**config.mk**
```make
export PLATFORM = sky130hd
export DESIGN_NAME = ic_parity_scanner
export DESIGN_NICKNAME = d
export VERILOG_FILES = /design/src/rtl/ic_scan_pkg.sv /design/src/rtl/ic_byte_parity.sv /design/src/rtl/ic_tag_parity.sv /design/src/rtl/ic_data_parity.sv /design/src/rtl/ic_scan_ctrl.sv /design/src/rtl/ic_parity_scanner.sv
export SDC_FILE = /design/constraint.sdc
export NUM_CORES = 1
export LEC_CHECK = 0
export ABC_AREA = 0
export BUFFER_PORTS_ARGS = -buffer_cell sky130_fd_sc_hd__buf_4
export CAP_MARGIN = 20
export CORE_MARGIN = 10
export CORE_UTILIZATION = 36
export DETAILED_ROUTE_END_ITERATION = 8
export PLACE_DENSITY = 0.74
export SKIP_LAST_GASP = 1
export SYNTH_ARGS = -nofsm -noshare
export SYNTH_HDL_FRONTEND = slang
export SYNTH_SLANG_ARGS = --single-unit
```
**constraint.sdc**
```tcl
create_clock -name clk -period 1.7 [get_ports clk]
set_input_delay 0.085 -clock clk [delete_from_list [all_inputs] [get_ports clk]]
set_output_delay 0.085 -clock clk [all_outputs]
set_load 0.01 [all_outputs]
```
**src/rtl/ic_scan_pkg.sv**
```systemverilog
package ic_scan_pkg;

   typedef enum logic [2:0] {
      SC_IDLE     = 3'd0,
      SC_TAG_REQ  = 3'd1,
      SC_TAG_WAIT = 3'd2,
      SC_DAT_REQ  = 3'd3,
      SC_DAT_WAIT = 3'd4
   } scan_state_e;

   // response word widths
   localparam int HI_W   = 32;
   localparam int LO_W   = 64;
   localparam int INST_W = 32;
   localparam int ERR_W  = 32;

   // tag-high layout
   localparam int VLD_BIT     = 29;
   localparam int VLD_CPY_BIT = 27;

   // tag-low layout
   localparam int SEG0_PBIT = 10;
   localparam int SEG1_PBIT = 11;
   localparam int SEG0_MSB  = 23;
   localparam int SEG1_LSB  = 24;

   // data-high layout
   localparam int PDC_LSB   = 8;
   localparam int PDC_W     = 8;
   localparam int PDC_PBIT  = 16;
   localparam int BPAR_LSB  = 0;

   // error word layout
   localparam int ERR_TAG_BIT  = 29;
   localparam int ERR_DATA_BIT = 28;

endpackage

```
**src/rtl/ic_byte_parity.sv**
```systemverilog
module ic_byte_parity #(
   parameter int WORD_W = 32
) (
   input  logic [WORD_W-1:0]   word,
   output logic [WORD_W/8-1:0] par
);

   localparam int NBYTES = WORD_W / 8;

   if ((WORD_W % 8) != 0 || WORD_W < 8) begin : g_bad_width
      $error("ic_byte_parity: WORD_W must be a positive multiple of 8");
   end

   for (genvar g = 0; g < NBYTES; g++) begin : g_byte
      assign par[g] = ^word[8*g +: 8];
   end

endmodule

```
**src/rtl/ic_tag_parity.sv**
```systemverilog
module ic_tag_parity
   import ic_scan_pkg::*;
(
   input  logic [HI_W-1:0] tag_hi,
   input  logic [LO_W-1:0] tag_lo,
   output logic            vld_flt,
   output logic            seg_flt,
   output logic            any_flt
);

   localparam logic [LO_W-1:0] ONES = '1;
   localparam logic [LO_W-1:0] SEG0_MASK =
      (ONES >> (LO_W - 1 - SEG0_MSB)) &
      ~(LO_W'(1) << SEG0_PBIT) & ~(LO_W'(1) << SEG1_PBIT);
   localparam logic [LO_W-1:0] SEG1_MASK = ONES << SEG1_LSB;

   logic line_vld;
   logic seg0_calc;
   logic seg1_calc;
   logic seg0_bad;
   logic seg1_bad;
   logic unused_tag_hi;

   assign line_vld  = tag_hi[VLD_BIT];
   assign seg0_calc = ^(tag_lo & SEG0_MASK);
   assign seg1_calc = ^(tag_lo & SEG1_MASK);
   assign seg0_bad  = tag_lo[SEG0_PBIT] ^ seg0_calc;
   assign seg1_bad  = tag_lo[SEG1_PBIT] ^ seg1_calc;

   assign vld_flt = line_vld ^ tag_hi[VLD_CPY_BIT];
   assign seg_flt = line_vld & (seg0_bad | seg1_bad);
   assign any_flt = vld_flt | seg_flt;

   assign unused_tag_hi = ^tag_hi;

endmodule

```
**src/rtl/ic_data_parity.sv**
```systemverilog
module ic_data_parity
   import ic_scan_pkg::*;
(
   input  logic [HI_W-1:0] dat_hi,
   input  logic [LO_W-1:0] dat_lo,
   output logic            pdc_flt,
   output logic            inst_flt,
   output logic            any_flt
);

   localparam int N_INST = LO_W / INST_W;
   localparam int NB     = INST_W / 8;

   logic [N_INST-1:0] slot_bad;
   logic              unused_dat_hi;

   if (N_INST * INST_W != LO_W) begin : g_bad_split
      $error("ic_data_parity: LO_W must hold a whole number of instructions");
   end

   // slot 0 is the low instruction (b), slot 1 the high one (a); parity nibbles follow
   for (genvar i = 0; i < N_INST; i++) begin : g_slot
      logic [NB-1:0] calc;
      ic_byte_parity #(.WORD_W(INST_W)) u_bp (
         .word (dat_lo[i*INST_W +: INST_W]),
         .par  (calc)
      );
      assign slot_bad[i] = |(calc ^ dat_hi[BPAR_LSB + i*NB +: NB]);
   end

   assign pdc_flt  = dat_hi[PDC_PBIT] ^ (^dat_hi[PDC_LSB +: PDC_W]);
   assign inst_flt = |slot_bad;
   assign any_flt  = pdc_flt | inst_flt;

   assign unused_dat_hi = ^dat_hi;

endmodule

```
**src/rtl/ic_scan_ctrl.sv**
```systemverilog
module ic_scan_ctrl
   import ic_scan_pkg::*;
#(
   parameter int ADDR_W    = 16,
   parameter int NUM_WAYS  = 4,
   parameter int NUM_DW    = 4,
   parameter int WAY_SHIFT = 13,
   parameter int IDX_MSB   = 12,
   parameter int IDX_LSB   = 5,
   parameter int DW_SHIFT  = 3,
   parameter bit DATA_EN   = 1'b1
) (
   input  logic              clk,
   input  logic              rst,
   input  logic              start,
   input  logic [ADDR_W-1:0] set_index,
   input  logic              check_data,
   input  logic              rd_valid,
   output logic              rd_req,
   output logic              rd_kind,
   output logic [ADDR_W-1:0] rd_addr,
   output logic              busy,
   output logic              done,
   output logic              scan_clear,
   output logic              tag_take,
   output logic              data_take,
   output logic              first_way
);

   localparam int WAY_W = $clog2(NUM_WAYS);
   localparam int DW_W  = $clog2(NUM_DW);
   localparam logic [ADDR_W-1:0] ONES     = '1;
   localparam logic [ADDR_W-1:0] IDX_MASK =
      (ONES >> (ADDR_W - 1 - IDX_MSB)) & (ONES << IDX_LSB);
   localparam logic [WAY_W-1:0] LAST_WAY = WAY_W'(NUM_WAYS - 1);
   localparam logic [DW_W-1:0]  LAST_DW  = DW_W'(NUM_DW - 1);

   if (NUM_WAYS < 2 || (1 << WAY_W) != NUM_WAYS) begin : g_bad_ways
      $error("ic_scan_ctrl: NUM_WAYS must be a power of two, at least 2");
   end
   if (NUM_DW < 2 || (1 << DW_W) != NUM_DW) begin : g_bad_dw
      $error("ic_scan_ctrl: NUM_DW must be a power of two, at least 2");
   end
   if (WAY_SHIFT + WAY_W > ADDR_W || IDX_MSB >= WAY_SHIFT) begin : g_bad_way_field
      $error("ic_scan_ctrl: way field must sit above the index inside ADDR_W");
   end
   if (DW_SHIFT + DW_W > IDX_LSB || IDX_LSB > IDX_MSB) begin : g_bad_dw_field
      $error("ic_scan_ctrl: doubleword field must sit below the index");
   end

   scan_state_e       st_q, st_d;
   logic [WAY_W-1:0]  way_q, way_d;
   logic [DW_W-1:0]   dw_q, dw_d;
   logic [ADDR_W-1:0] idx_q;
   logic              chk_q;
   logic              chk_en;
   logic              done_q, done_d;
   logic              last_way;
   logic              last_dw;
   logic [ADDR_W-1:0] way_part;
   logic [ADDR_W-1:0] dw_part;

   // variant: data reads may be removed altogether
   if (DATA_EN) begin : g_data_on
      assign chk_en = check_data;
   end else begin : g_data_off
      logic unused_chk;
      assign unused_chk = check_data;
      assign chk_en     = 1'b0;
   end

   assign last_way = (way_q == LAST_WAY);
   assign last_dw  = (dw_q == LAST_DW);

   always_comb begin
      st_d   = st_q;
      way_d  = way_q;
      dw_d   = dw_q;
      done_d = 1'b0;
      case (st_q)
         SC_IDLE: begin
            if (start) begin
               st_d  = SC_TAG_REQ;
               way_d = '0;
               dw_d  = '0;
            end
         end
         SC_TAG_REQ: st_d = SC_TAG_WAIT;
         SC_TAG_WAIT: begin
            if (rd_valid) begin
               if (chk_q) begin
                  st_d = SC_DAT_REQ;
                  dw_d = '0;
               end else if (last_way) begin
                  st_d   = SC_IDLE;
                  done_d = 1'b1;
               end else begin
                  way_d = way_q + WAY_W'(1);
                  st_d  = SC_TAG_REQ;
               end
            end
         end
         SC_DAT_REQ: st_d = SC_DAT_WAIT;
         SC_DAT_WAIT: begin
            if (rd_valid) begin
               if (!last_dw) begin
                  dw_d = dw_q + DW_W'(1);
                  st_d = SC_DAT_REQ;
               end else if (last_way) begin
                  st_d   = SC_IDLE;
                  done_d = 1'b1;
               end else begin
                  way_d = way_q + WAY_W'(1);
                  st_d  = SC_TAG_REQ;
               end
            end
         end
         default: st_d = SC_IDLE;
      endcase
   end

   always_ff @(posedge clk) begin
      if (rst) begin
         st_q   <= SC_IDLE;
         way_q  <= '0;
         dw_q   <= '0;
         idx_q  <= '0;
         chk_q  <= 1'b0;
         done_q <= 1'b0;
      end else begin
         st_q   <= st_d;
         way_q  <= way_d;
         dw_q   <= dw_d;
         done_q <= done_d;
         if (st_q == SC_IDLE && start) begin
            idx_q <= set_index & IDX_MASK;
            chk_q <= chk_en;
         end
      end
   end

   assign way_part = ADDR_W'(way_q) << WAY_SHIFT;
   assign dw_part  = (st_q == SC_DAT_REQ || st_q == SC_DAT_WAIT) ?
                     (ADDR_W'(dw_q) << DW_SHIFT) : '0;

   assign rd_req     = (st_q == SC_TAG_REQ) || (st_q == SC_DAT_REQ);
   assign rd_kind    = (st_q == SC_DAT_REQ) || (st_q == SC_DAT_WAIT);
   assign rd_addr    = way_part | idx_q | dw_part;
   assign busy       = (st_q != SC_IDLE);
   assign done       = done_q;
   assign scan_clear = (st_q == SC_IDLE) && start;
   assign tag_take   = (st_q == SC_TAG_WAIT) && rd_valid;
   assign data_take  = (st_q == SC_DAT_WAIT) && rd_valid;
   assign first_way  = (way_q == '0);

endmodule

```
**src/rtl/ic_parity_scanner.sv**
```systemverilog
module ic_parity_scanner
   import ic_scan_pkg::*;
#(
   parameter int ADDR_W    = 16,
   parameter int NUM_WAYS  = 4,
   parameter int NUM_DW    = 4,
   parameter int WAY_SHIFT = 13,
   parameter int IDX_MSB   = 12,
   parameter int IDX_LSB   = 5,
   parameter int DW_SHIFT  = 3,
   parameter int LRU_LSB   = 14,
   parameter bit DATA_EN   = 1'b1
) (
   input  logic                                  clk,
   input  logic                                  rst,
   input  logic                                  start,
   input  logic [ADDR_W-1:0]                     set_index,
   input  logic                                  check_data,
   output logic                                  rd_req,
   output logic                                  rd_kind,
   output logic [ADDR_W-1:0]                     rd_addr,
   input  logic                                  rd_valid,
   input  logic [31:0]                           rsp_hi,
   input  logic [63:0]                           rsp_lo,
   output logic                                  busy,
   output logic                                  done,
   output logic [31:0]                           err_word,
   output logic [NUM_WAYS*$clog2(NUM_WAYS)-1:0]  lru_order
);

   localparam int WAY_W = $clog2(NUM_WAYS);
   localparam int LRU_W = NUM_WAYS * WAY_W;

   if (LRU_LSB + LRU_W > HI_W) begin : g_bad_lru
      $error("ic_parity_scanner: replacement field does not fit in tag-high");
   end

   logic             scan_clear;
   logic             tag_take;
   logic             data_take;
   logic             first_way;
   logic             tag_flt;
   logic             tag_vld_flt;
   logic             tag_seg_flt;
   logic             data_flt;
   logic [ERR_W-1:0] err_q;
   logic [LRU_W-1:0] lru_q;
   logic             unused_flt;

   ic_scan_ctrl #(
      .ADDR_W    (ADDR_W),
      .NUM_WAYS  (NUM_WAYS),
      .NUM_DW    (NUM_DW),
      .WAY_SHIFT (WAY_SHIFT),
      .IDX_MSB   (IDX_MSB),
      .IDX_LSB   (IDX_LSB),
      .DW_SHIFT  (DW_SHIFT),
      .DATA_EN   (DATA_EN)
   ) u_ctrl (
      .clk        (clk),
      .rst        (rst),
      .start      (start),
      .set_index  (set_index),
      .check_data (check_data),
      .rd_valid   (rd_valid),
      .rd_req     (rd_req),
      .rd_kind    (rd_kind),
      .rd_addr    (rd_addr),
      .busy       (busy),
      .done       (done),
      .scan_clear (scan_clear),
      .tag_take   (tag_take),
      .data_take  (data_take),
      .first_way  (first_way)
   );

   ic_tag_parity u_tag (
      .tag_hi  (rsp_hi),
      .tag_lo  (rsp_lo),
      .vld_flt (tag_vld_flt),
      .seg_flt (tag_seg_flt),
      .any_flt (tag_flt)
   );

   if (DATA_EN) begin : g_data_chk
      logic pdc_flt;
      logic inst_flt;
      ic_data_parity u_data (
         .dat_hi   (rsp_hi),
         .dat_lo   (rsp_lo),
         .pdc_flt  (pdc_flt),
         .inst_flt (inst_flt),
         .any_flt  (data_flt)
      );
      logic unused_parts;
      assign unused_parts = pdc_flt ^ inst_flt;
   end else begin : g_no_data_chk
      assign data_flt = 1'b0;
   end

   assign unused_flt = tag_vld_flt ^ tag_seg_flt;

   // sticky fault accumulation across every way and doubleword
   always_ff @(posedge clk) begin
      if (rst) begin
         err_q <= '0;
      end else if (scan_clear) begin
         err_q <= '0;
      end else begin
         if (tag_take && tag_flt) begin
            err_q[ERR_TAG_BIT] <= 1'b1;
         end
         if (data_take && data_flt) begin
            err_q[ERR_DATA_BIT] <= 1'b1;
         end
      end
   end

   // replacement order comes only from the first way's tag
   always_ff @(posedge clk) begin
      if (rst) begin
         lru_q <= '0;
      end else if (tag_take && first_way) begin
         lru_q <= rsp_hi[LRU_LSB +: LRU_W];
      end
   end

   assign err_word  = err_q;
   assign lru_order = lru_q;

endmodule

```
==> results of run 1 <==
state kept, by name (all words and copies together) (netlist names):
signal and flops:
lru_order 8, err_word 2, u_ctrl.idx_q 8, u_ctrl.way_q 2, u_ctrl.st_q 3, u_ctrl.dw_q 2
u_ctrl.chk_q 1, u_ctrl.done 1
path summary, 6_finish.rpt:
path / slack, ns / startpoint / end / cells past startpoint
max: 0.09 / u_ctrl.way_q[0] / u_ctrl.way_q[0] / 5
min: 0.04 / rsp_hi[20] / lru_order[6] / 3
max reg2reg: 0.09 / u_ctrl.way_q[0] / u_ctrl.way_q[0] / 5
min reg2reg: 0.46 / u_ctrl.idx_q[11] / u_ctrl.idx_q[11] / 2
cell type report:
class	instances	area (um^2)
Sequential cell	27	541.8
Multi-Input combinational cell	220	1558
Fill cell	584	2759
Tap cell	75	93.84
Clock buffer	4	45.04
Timing Repair Buffer	134	1006
Inverter	6	22.52
routing by layer:
metal / track usage, % / wire [um] / up-vias
li1: - / - / 1046
met1: 11.90 / 2298 / 916
met2: 23.20 / 3657 / 78
met3: 4.844 / 471 / 6
met4: 1.433 / 49 / 0
met5: 0 / 0 / -
tightest hold or removal path, stage by stage:
cell and delay [ns]:
buf_4 0.08, mux2i_1 0.05, nor2_1 0.07
through the flow:
step | cell area (um^2) | std cells | setup WS [ns]
after floorplan | 2407 | 295 | 0.07573
after global placement | 3221 | 462 | 0.03009
after detailed placement | 3221 | 462 | -0.03173
after CTS | 3266 | 466 | 0.09092
after global routing | 3267 | 466 | 0.00001621
final | 3267 | 466 | 0.09258
where the power goes:
| group | internal (mW) | switching, mW | leakage (nW) |
|---|---|---|---|
| Sequential | 0.668 | 0.0304 | 0.220 |
| Clock | 0.168 | 0.200 | 0.0228 |
| Combinational | 0.721 | 0.491 | 1.35 |
| Total | 1.56 | 0.721 | 1.60 |
cell usage after synthesis, drive strengths merged, types with 2 or more instances:
library cell and count:
a21oi 17, a32oi 2, and2 3, buf 36
clkbuf 6, dfxtp 27, ha 3, inv 6
mux2i 10, nand2 31, nand2b 2, nand4 2
nor2 14, nor2b 2, nor3 8, o21ai 2
or3 2, xnor2 60, xnor3 5, xor2 9
xor3 2
logic make-up (layout without fill, tap and decap cells):
logic type | Yosys count | in the layout | share of synthesized area (%)
AOI/OAI and AO/OA | 28 | 28 | 7.508
xor gates and xnor gates | 76 | 76 | 34.85
adders and majority gates | 4 | 4 | 2.082
buffers and inverters | 48 | 144 | 13.53
DFF | 27 | 27 | 23.67
muxes | 10 | 10 | 4.384
other | 1 | 34 | 0.1642
and+or+nand+nor | 68 | 68 | 13.81
==> reports/metrics.cfg, run 1 <==
[worst_setup_path]
cp.arrival_ns = 1.77
crit_chain = ha_1, maj3_1, nor3b_2, mux2i_1, nor2_1
cp_max_fo = 5
crit_family = adder cells
critical_path_class = reg -> reg
start_kind = flip-flop
cp_num_buf_inv = 0
endpoint_kind = flip-flop
worst_ep_required_time_ns = 1.86
max_stage_delay_ns = 0.38
slowest_stage = maj3_1

[flow_run]
drv_cap = 0

[logic_synthesis]
synth.top_cell.area_share_pct = 23.67
yosysWarnings = 0
synthCells = 262
synth.distinct_cells = 41
ys_top_cells_by_area = dfxtp_1 (24%), xnor2_1 (21%), buf_4 (11%)
synth_area_per_cell_um2 = 8.715
synth_top_flop_cell = dfxtp_1
synth_top_area_cell = dfxtp_1
mappedNetlistArea_um2 = 2283
synth_edf_count = 0
seq_area_frac_synth_pct = 23.67
ys_ff_latch = 27
synth_async_sr_flop_share_pct = 0

[timing]
slew_violations = 0
tns_ns = 0
fin_skew_ns = 0.002190
fin_crit_sh_pct = 94.55
hold_viol = 0
setup_viol = 0
holdWs_ns = 0.04170
max_clock_freq_mhz = 622.1
fin_crit_ns = 1.607
rsz0062_at_grt = no

[clock_network]
cts.sinks = 27
path_clk_slew_ns = 0.09
clk_latency_ns = 0.27
clockBufferDepth = 2
post_cts_buffers = 0
cts_buffers = 3
holdBufCountCts = 0
htreeDepth = 1
cts_resized = 0
cts_tree = done
cts-root-buf = clkbuf_8

[placed_design]
dp_hpwl_um = 5744
place_congestion = 0.8043
io_buffer_count = 126

[route]
wl_um = 6477
vias_per_cell = 4.391
final_antenna_net_count = 0
drt-initial-drc-count = 62
drc = 0
via_count = 2046
post_drt_wl_per_cell_um = 13.90
firstDrtPassIters = 4

[layout]
mostFrequentLayoutCell = buf_4
drive_gt1_share_pct = 37.60
layout_common_cells = buf_4 (134), xnor2_1 (56), conb_1 (34), nand2_1 (31), dfxtp_1 (26)
fin_util_pct = 54.22
num_antenna_cells = 0
nNetsFinal = 512
syn2layout_area_growth_pct = 43.07

[floorplanning]
io_pins = 177
dieArea_um2 = 9928
dieHeight_um = 99.64
rows = 28
initial_utilization_pct = 37.89
die_x_um = 99.64
core_um2 = 6026

[global_routing]
grt_max_degree = 27
grt-ovfl-total = 0
grtUsageTotal_pct = 11.98
grt_pass1_vias = 2126
grt_antenna_before_repair = 0
grt_pass1_wl_um = 9908

[min_path]
hp-class = in -> reg

[pwr]
vdd_drop_max_v = 0.0004884
leakage_nw = 1.597
post-layout-total-power_mw = 2.278
p_per_area_nw_per_um2 = 697.3

[status]
status = finished, final reports clean

Power figures use the tool's default switching activity.
==> run 2, diff against run 1 <==
- CORE_UTILIZATION: 36 -> 30
- PLACE_DENSITY: 0.74 -> 0.63
- SKIP_CTS_REPAIR_TIMING: unset -> 1
==> reports/metrics.cfg, run 2 (synthesis gave the netlist of run 1 again) <==
[route]
wl_um = 6507  ; was 6477 um
via_count = 2036  ; was 2046
firstDrtPassIters = 4  ; unchanged
drt-initial-drc-count = 68  ; was 62
vias_per_cell = 4.130  ; was 4.391
final_antenna_net_count = 0  ; unchanged
drc = 0  ; unchanged
post_drt_wl_per_cell_um = 13.20  ; was 13.90 um

[global_routing]
top_usage_layer = met2  ; unchanged
grt_max_degree = 27  ; unchanged
grt_util_met3_pct = 3.952  ; was 4.844%
use_met2_pct = 20.81  ; was 23.20%
grt.met1_usage_pct = 10.40  ; was 11.90%
grtUsageTotal_pct = 10.46  ; was 11.98%
grt_pass1_vias = 2211  ; was 2126
grt-ovfl-total = 0  ; unchanged
grt_antenna_before_repair = 0  ; unchanged
grt_pass1_wl_um = 10120  ; was 9908 um

[placed_design]
io_buffer_count = 126  ; unchanged
placed_cells = 488  ; was 462
place_congestion = 0.7650  ; was 0.8043
dp_hpwl_um = 5770  ; was 5744 um
post-place-ws_ns = 0.02476  ; was -0.03173 ns

[worst_setup_path]
crit_top_cell = buf_4
cp.arrival_ns = 1.53  ; was 1.77 ns
critical_path_class = reg -> out  ; was reg -> reg
r2r_start = u_ctrl.way_q[0]  ; unchanged
r2r_slack_ns = 0.11  ; was 0.09 ns
start_kind = flip-flop  ; unchanged
cp_max_fo = 7  ; was 5
reg2reg_depth = 5  ; unchanged
endpoint_kind = output pin  ; was flip-flop
max_stage_delay_ns = 0.39  ; was 0.38 ns
crit_start = u_ctrl.st_q[2]  ; was u_ctrl.way_q[0]
crit_path_end = rd_addr[4]  ; was u_ctrl.way_q[0]
timing.rr.end = u_ctrl.way_q[0]  ; unchanged
crit_chain = inv_2, buf_4, or3_1, nand2_2, and2_1, buf_4  ; was ha_1, maj3_1, nor3b_2, mux2i_1, nor2_1
slowest_stage = or3_1  ; was maj3_1
worst_ep_required_time_ns = 1.62  ; was 1.86 ns

[floorplanning]
core_um2 = 7331  ; was 6026 um^2
dieArea_um2 = 11500  ; was 9928 um^2
initial_utilization_pct = 31.15  ; was 37.89%
rows = 31  ; was 28
dieHeight_um = 107.2  ; was 99.64 um
io_pins = 177  ; unchanged
die_x_um = 107.2  ; was 99.64 um

[layout]
nNetsFinal = 515  ; was 512
multi_input_area_um2 = 1569  ; was 1558 um^2
nFillCells = 756  ; was 584
drive_gt1_share_pct = 39.34  ; was 37.60%
regArea_um2 = 543.0  ; was 541.8 um^2
num_antenna_cells = 0  ; unchanged
layout_common_cells = buf_4 (137), xnor2_1 (56), conb_1 (34), nand2_1 (30), dfxtp_1 (25)  ; was buf_4 (134), xnor2_1 (56), conb_1 (34), nand2_1 (31), dfxtp_1 (26)
mostFrequentLayoutCell = buf_4  ; unchanged
syn2layout_area_growth_pct = 45.97  ; was 43.07%
final_cells = 493  ; was 466

[min_path]
hp-class = in -> reg  ; unchanged

[clock_network]
path_clk_slew_ns = 0.10  ; was 0.09 ns
cts_buffers = 3  ; unchanged
cts-root-buf = clkbuf_8  ; unchanged
cts_tree = done  ; unchanged
htreeDepth = 1  ; unchanged
clockBufferDepth = 2  ; unchanged
clk_latency_ns = 0.27  ; about the same
cts.sinks = 27  ; unchanged

[timing]
fin_crit_ns = 1.615  ; was 1.607 ns
max_clock_freq_mhz = 619.1  ; was 622.1 MHz
hold_viol = 0  ; unchanged
setup_viol = 0  ; unchanged
fin_crit_sh_pct = 95.02  ; was 94.55%
slew_violations = 0  ; unchanged
rsz0062_at_grt = yes  ; was no
holdWs_ns = 0.04061  ; was 0.04170 ns
fin_skew_ns = 0.006215  ; was 0.002190 ns
timing.final.ws_setup_ns = 0.08463  ; was 0.09258 ns

[status]
status = finished, final reports clean  ; unchanged

[flow_run]
drv_cap = 0  ; unchanged

[pwr]
p_per_area_nw_per_um2 = 687.6  ; was 697.3 nW/um^2
leakage_nw = 1.613  ; was 1.597 nW
vdd_drop_max_v = 0.0002771  ; was 0.0004884 V

==> run 2: area by class of cell <==
cell class	count	share of cell area (%)
Tap cell	99	3.716
Clock inverter	1	0.1502
Clock buffer	3	1.239
Inverter	6	0.6757
Multi-Input combinational cell	220	47.07
Sequential cell	27	16.29
Timing Repair Buffer	137	30.86
==> run 2: through the flow <==
| stage | power (mW) | util (%) | instance area (um^2) | TNS (ns) |
|---|---|---|---|---|
| after floorplan | 1.609 | - | 2407 | 0 |
| after global placement | 1.929 | 44.55 | 3266 | 0 |
| after detailed placement | 1.936 | 44.55 | 3266 | 0 |
| after CTS | 2.336 | 45.18 | 3312 | 0 |
| after global routing | 2.463 | 45.47 | 3333 | -0.02013 |
| final | 2.292 | 45.47 | 3333 | 0 |
==> run 2: critical path: cells and delay by family, from the launching register on <==
family                 cells  cell delay (ns)
buffers and inverters      3             0.31
AND/OR/NAND/NOR            3             0.59
flip-flops                 1             0.35
==> run 2: how the worst min path moves through the flow <==
stage                        startpoint  cells after the start  slack [ns]                to
after global placement       rsp_hi[17]                      3        0.32      lru_order[3]
after global routing       set_index[6]                      3        0.03   u_ctrl.idx_q[6]
after detailed placement     rsp_hi[19]                      3        0.33      lru_order[5]
after floorplan                rd_valid                      2        0.20       u_ctrl.done
after CTS                 set_index[10]                      3        0.03  u_ctrl.idx_q[10]
final                        rsp_hi[18]                      3        0.04      lru_order[4]
==> run 2: where the power goes <==
group	total [mW]	switching [mW]	leakage, nW	internal [mW]
sequential	0.693	0.0251	0.221	0.667
clock	0.374	0.209	0.0255	0.164
combinational	1.23	0.499	1.37	0.727
total	2.29	0.733	1.61	1.56
==> run 2: metal layers <==
metal  part of all wire [%]  vias up
met4                   0.12        0
met1                     36      913
met3                    7.9        2
met5                      0        -
li1                       -     1051
met2                     56       70
